$ cat config.mk
export PLATFORM = sky130hd
export DESIGN_NAME = mrr_tx_ctrl
export DESIGN_NICKNAME = d
export VERILOG_FILES = /design/src/rtl/mrr_pkg.sv /design/src/rtl/mrr_stage_pick.sv /design/src/rtl/mrr_tally.sv /design/src/rtl/mrr_tx_ctrl.sv
export SDC_FILE = /design/constraint.sdc
export NUM_CORES = 1
export LEC_CHECK = 0
export BUFFER_PORTS_ARGS = -buffer_cell sky130_fd_sc_hd__buf_2
export CAP_MARGIN = 15
export CELL_PAD_IN_SITES_DETAIL_PLACEMENT = 1
export CELL_PAD_IN_SITES_GLOBAL_PLACEMENT = 1
export CORE_ASPECT_RATIO = 0.75
export CORE_MARGIN = 1
export CORE_UTILIZATION = 35
export DETAILED_ROUTE_END_ITERATION = 8
export GPL_TIMING_DRIVEN = 1
export PLACE_DENSITY = 0.7
export SYNTH_ARGS = -nofsm -noshare
export SYNTH_HDL_FRONTEND = slang
export SYNTH_SLANG_ARGS = --single-unit
$ cat constraint.sdc
create_clock -name clk -period 3.2 [get_ports clk]
set_clock_uncertainty 0.15 [all_clocks]
set_input_delay 0.64 -clock clk [delete_from_list [all_inputs] [get_ports clk]]
set_output_delay 0.64 -clock clk [all_outputs]
set_load 0.05 [all_outputs]
$ cat src/rtl/mrr_pkg.sv
package mrr_pkg;
  typedef enum logic [1:0] {
    ST_IDLE = 2'd0,
    ST_REQ  = 2'd1,
    ST_WAIT = 2'd2,
    ST_DONE = 2'd3
  } mrr_state_e;
endpackage

$ cat src/rtl/mrr_stage_pick.sv
// Lowest-index stage that is allowed and has a non-zero try budget.
module mrr_stage_pick #(
  parameter int NSTG = 4,
  parameter int TW   = 4,
  localparam int SW  = (NSTG > 1) ? $clog2(NSTG) : 1
) (
  input  logic [NSTG*TW-1:0] tries,
  input  logic [NSTG-1:0]    allow,
  output logic               found,
  output logic [SW-1:0]      idx
);
  always_comb begin
    found = 1'b0;
    idx   = '0;
    for (int i = NSTG - 1; i >= 0; i--) begin
      if (allow[i] && (tries[i*TW +: TW] != '0)) begin
        found = 1'b1;
        idx   = SW'(i);
      end
    end
  end
endmodule

$ cat src/rtl/mrr_tally.sv
// Per-stage timeout count and per-frame attempt total.
module mrr_tally #(
  parameter int NSTG = 4,
  parameter int TW   = 4,
  localparam int MAXA = NSTG * ((1 << TW) - 1),
  localparam int AW   = $clog2(MAXA + 1)
) (
  input  logic          clk,
  input  logic          rst_n,
  input  logic          clr_all,
  input  logic          add_att,
  input  logic          add_fail,
  input  logic          next_stage,
  output logic [TW-1:0] used,
  output logic [AW-1:0] total
);
  always_ff @(posedge clk or negedge rst_n) begin
    if (!rst_n) begin
      used  <= '0;
      total <= '0;
    end else begin
      if (clr_all || next_stage) used <= '0;
      else if (add_fail)         used <= used + 1'b1;
      if (clr_all)               total <= '0;
      else if (add_att)          total <= total + 1'b1;
    end
  end

  p_total_bound_r7: assert property (@(posedge clk) disable iff (!rst_n)
    int'(total) <= MAXA);
endmodule

$ cat src/rtl/mrr_tx_ctrl.sv
module mrr_tx_ctrl
  import mrr_pkg::*;
#(
  parameter int NSTG = 4,
  parameter int RW   = 4,
  parameter int TW   = 4,
  localparam int SW   = (NSTG > 1) ? $clog2(NSTG) : 1,
  localparam int MAXA = NSTG * ((1 << TW) - 1),
  localparam int AW   = $clog2(MAXA + 1)
) (
  input  logic               clk,
  input  logic               rst_n,
  input  logic               desc_valid,
  output logic               desc_ready,
  input  logic [NSTG*RW-1:0] desc_rates,
  input  logic [NSTG*TW-1:0] desc_tries,
  output logic               busy,
  output logic               att_valid,
  input  logic               att_ready,
  output logic [RW-1:0]      att_rate,
  output logic [SW-1:0]      att_stage,
  input  logic               ack_ok,
  input  logic               ack_timeout,
  output logic               done_valid,
  input  logic               done_ready,
  output logic               done_success,
  output logic [SW-1:0]      done_stage,
  output logic [AW-1:0]      done_attempts
);
  mrr_state_e          state;
  logic [NSTG*RW-1:0]  rates_q;
  logic [NSTG*TW-1:0]  tries_q;
  logic [SW-1:0]       cur_q;
  logic                ok_q;

  logic                fire_desc, fire_att, in_wait, got_ok, got_to, last_try;
  logic                found_f, found_n;
  logic [SW-1:0]       idx_f, idx_n;
  logic [NSTG-1:0]     allow_all, allow_up;
  logic [TW-1:0]       used, cur_tries;
  logic [TW:0]         used_nx;
  logic [AW-1:0]       total;

  assign fire_desc = desc_valid && (state == ST_IDLE);
  assign fire_att  = att_valid && att_ready;
  assign in_wait   = (state == ST_WAIT);
  assign got_ok    = in_wait && ack_ok;
  assign got_to    = in_wait && !ack_ok && ack_timeout;
  assign cur_tries = tries_q[cur_q*TW +: TW];
  assign used_nx   = {1'b0, used} + (TW+1)'(1);
  assign last_try  = (used_nx == {1'b0, cur_tries});

  assign allow_all = '1;
  for (genvar g = 0; g < NSTG; g++) begin : g_allow
    assign allow_up[g] = (g > int'(cur_q));
  end

  mrr_stage_pick #(.NSTG(NSTG), .TW(TW)) u_pick_first (
    .tries(desc_tries), .allow(allow_all), .found(found_f), .idx(idx_f));

  mrr_stage_pick #(.NSTG(NSTG), .TW(TW)) u_pick_next (
    .tries(tries_q), .allow(allow_up), .found(found_n), .idx(idx_n));

  mrr_tally #(.NSTG(NSTG), .TW(TW)) u_tally (
    .clk(clk), .rst_n(rst_n), .clr_all(fire_desc), .add_att(fire_att),
    .add_fail(got_to), .next_stage(got_to && last_try),
    .used(used), .total(total));

  always_ff @(posedge clk or negedge rst_n) begin
    if (!rst_n) begin
      state   <= ST_IDLE;
      rates_q <= '0;
      tries_q <= '0;
      cur_q   <= '0;
      ok_q    <= 1'b0;
    end else begin
      case (state)
        ST_IDLE: if (fire_desc) begin
          rates_q <= desc_rates;
          tries_q <= desc_tries;
          ok_q    <= 1'b0;
          if (found_f) begin
            cur_q <= idx_f;
            state <= ST_REQ;
          end else begin
            cur_q <= SW'(NSTG - 1);
            state <= ST_DONE;
          end
        end
        ST_REQ: if (att_ready) state <= ST_WAIT;
        ST_WAIT: begin
          if (got_ok) begin
            ok_q  <= 1'b1;
            state <= ST_DONE;
          end else if (got_to) begin
            if (!last_try) begin
              state <= ST_REQ;
            end else if (found_n) begin
              cur_q <= idx_n;
              state <= ST_REQ;
            end else begin
              state <= ST_DONE;
            end
          end
        end
        ST_DONE: if (done_ready) state <= ST_IDLE;
        default: state <= ST_IDLE;
      endcase
    end
  end

  assign desc_ready    = (state == ST_IDLE);
  assign busy          = (state != ST_IDLE);
  assign att_valid     = (state == ST_REQ);
  assign att_rate      = rates_q[cur_q*RW +: RW];
  assign att_stage     = cur_q;
  assign done_valid    = (state == ST_DONE);
  assign done_success  = ok_q;
  assign done_stage    = cur_q;
  assign done_attempts = total;

  p_accept_idle_r1: assert property (@(posedge clk) disable iff (!rst_n)
    desc_valid && desc_ready |=> busy && !desc_ready);
  p_req_hold_r3: assert property (@(posedge clk) disable iff (!rst_n)
    att_valid && !att_ready |=> att_valid && $stable(att_rate) && $stable(att_stage));
  p_stage_fwd_r6: assert property (@(posedge clk) disable iff (!rst_n)
    busy && $past(busy) |-> cur_q >= $past(cur_q));
  p_no_zero_stage_r6: assert property (@(posedge clk) disable iff (!rst_n)
    att_valid |-> tries_q[att_stage*TW +: TW] != '0);
  p_done_hold_r9: assert property (@(posedge clk) disable iff (!rst_n)
    done_valid && !done_ready |=> done_valid &&
      $stable({done_success, done_stage, done_attempts}));
  p_stray_ack_r10: assert property (@(posedge clk) disable iff (!rst_n)
    done_valid && !done_ready |=> $stable(done_success));
endmodule

==> results.sh <==
export IMPL_cpPeakStageDelay_ns=0.69
export IMPL_viasPerCell=5.192
export IMPL_netlist_area_um2=2405
export IMPL_async_flop_share=1.000
export IMPL_layout_common_cells="buf_2, dfrtp_1, mux2_2, nor2_1, nand2_1"
export IMPL_period_share=0.8632
export IMPL_fin_crit_ns=2.762
export IMPL_routed_wl_um=5480
export IMPL_cap_violations=0
export IMPL_tns_ns=0
export IMPL_cts_sinks=47
export IMPL_synth_cells=190
export IMPL_ctsHoldBuffers=0
export IMPL_cts_clk_slew_worst_paths_ns=0.09
export IMPL_p_leak_nw=1.305
export IMPL_post_synth_num_cell_types=42
export IMPL_cpMaxStageDelayCell="dfrtp_1"
export IMPL_gp_congestion=0.8095
export IMPL_grt_use_met3=0.05043
export IMPL_grt_pass1_vias=1697
export IMPL_drtPass1Iterations=6
export IMPL_violations="DRC"
export IMPL_placed_area_um2=2754
export IMPL_r2r_cells=5
export IMPL_grt_pass1_wl_um=9066
export IMPL_dieArea_um2=7210
export IMPL_clockBufferDepth=2
export IMPL_status="complete, but fails checks"
export IMPL_antenna_cells=0
export IMPL_htree_levels=2
export IMPL_finalInstanceArea_um2=2875
export IMPL_max_slew_margin_rel=0.6080
export IMPL_cp_arrival_ns=2.80
export IMPL_start_kind="flip-flop"
export IMPL_track_usage=0.1674
export IMPL_synth_avg_cell_area_um2=12.66
export IMPL_grt_start_max_net_pins=31
export IMPL_path_max_fanout=13
export IMPL_hpwl_um=4336
export IMPL_areaGrowthSynthToFinish_pct=19.56
export IMPL_insertion_delay_ns=0.30
export IMPL_use_met2=0.2506
export IMPL_setup_violations=0
export IMPL_vias=1703
export IMPL_top_usage_layer="met2"
export IMPL_cp_end_kind="flip-flop"
export IMPL_drt_iter0_drc=52
export IMPL_cts_resized_gates=0
export IMPL_grt_setup_unrepaired="no"
export IMPL_cts_setup_buffers=0
export IMPL_yosys_warnings=0
export IMPL_layout_drive_gt1_share=0.4494
export IMPL_grt_remaining_overflow=0
export IMPL_crit_type="reg2reg"
export IMPL_synthesis_nets=231
export IMPL_row_count=25
export IMPL_final_hold_viol_count=0
export IMPL_cts_made_buffers=5
export IMPL_cp_cell_sequence="mux4_2 -> xnor3_1 -> a22oi_4 -> o31ai_1 -> mux2_2"
export IMPL_cts_root_buf="clkbuf_8"
export IMPL_fmax_ghz=0.3620
export IMPL_required_ns=3.24
export IMPL_hold_path_class="in2async"
export IMPL_worst_pin_slew_ns=0.5865
export IMPL_die_y_um=73.79
export IMPL_powerDensity_nw_per_um2=1071
export IMPL_synth_seq_area_share=0.4891
export IMPL_synth_edf_count=0
export IMPL_start_util=0.3714
export IMPL_drc=8
export IMPL_wl_per_cell_um=16.71
export IMPL_synth_main_ff_cell="dfrtp_1"
export IMPL_peakVddDrop_uv=496.0
export IMPL_fin_nets=287
export IMPL_maxSlewViolCount=0
export IMPL_final_common_cell="buf_2"
export IMPL_coreArea_um2=6475
export IMPL_synth_seq_cells=47
export IMPL_antenna_found_initial=0
export IMPL_grtUsageMet1=0.2381
export IMPL_ioPinCount=58
export IMPL_port_buffers=57
export IMPL_cts_tree="done"
export IMPL_dieWidth_um=97.72
export IMPL_final_antenna_net_count=0
cell usage after synthesis (3+ instances only):
library cell / number / share of area
dfrtp_1: 47 / 0.49
mux2_2: 35 / 0.16
nor2_1: 11 / 0.017
nand2_1: 10 / 0.016
nor4_1: 9 / 0.023
clkbuf_1: 6 / 0.0094
o21ai_0: 6 / 0.012
a21oi_1: 5 / 0.010
and2_1: 5 / 0.013
nor2b_1: 5 / 0.013
mux4_1: 4 / 0.044
mux4_2: 4 / 0.037
xor2_1: 4 / 0.015
inv_1: 3 / 0.0047
final timing paths:
path                              start           end  slack (ns)
setup / recovery           att_stage[0]  att_stage[1]        0.44
hold / removal                    rst_n    tries_q[3]        0.11
setup reg to reg           att_stage[0]  att_stage[1]        0.44
hold reg to reg              rates_q[6]    rates_q[6]        0.36
max in group asynchronous         rst_n   rates_q[12]        2.06
min in group clk             rates_q[6]    rates_q[6]        0.36
report_power, final:
group	internal [mW]	total, mW	switching, mW
Combinational	0.646	1.50	0.855
Clock	0.257	0.460	0.203
Sequential	0.860	1.12	0.259
metrics by stage:
stage / util / power [mW] / std cells / hold WS [ns] / worst slack, ns
floorplan: - / 2.301 / 190 / 0.1944 / 0.4119
global placement: 0.4253 / 2.595 / 320 / 0.3336 / 0.4743
detailed placement: 0.4253 / 2.652 / 320 / 0.3403 / 0.4039
CTS: 0.4441 / 3.120 / 328 / 0.1108 / 0.3913
global route: 0.4441 / 3.273 / 328 / 0.1205 / 0.2630
finish: 0.4441 / 3.079 / 328 / 0.1087 / 0.4377
logic make-up after synthesis:
| group | synth area share |
|---|---|
| simple gates | 0.1145 |
| mux | 0.2492 |
| xor+xnor | 0.03434 |
| buf+inv | 0.02653 |
| fa+ha+maj | 0.01040 |
| flops | 0.4891 |
| compound gates | 0.07596 |
area by class of cell:
class	count	area, um^2
Clock buffer	6	82.58
Clock inverter	2	38.79
Fill cell	706	3600
Inverter	3	11.26
Multi-Input combinational cell	130	1165
Sequential cell	47	1176
Tap cell	81	101.3
Timing Repair Buffer	59	300.3
metal layers:
metal	up-vias	share of wire
met5	-	0
met4	0	0.0038
met3	2	0.042
met2	34	0.45
met1	854	0.50
li1	813	-
registers in the layout (all words and copies together) (netlist names):
signal	count
att_stage	2
done_success	1
rates_q	16
state	2
tries_q	16
u_tally.total	6
u_tally.used	4
critical path, delay by kind of cell, from the launching register on:
family	cells	cell delay (ns)
compound gates	2	0.46
mux	2	1.01
flops	1	0.69
xor+xnor	1	0.34
No activity file was read; power rests on OpenSTA's default activity.
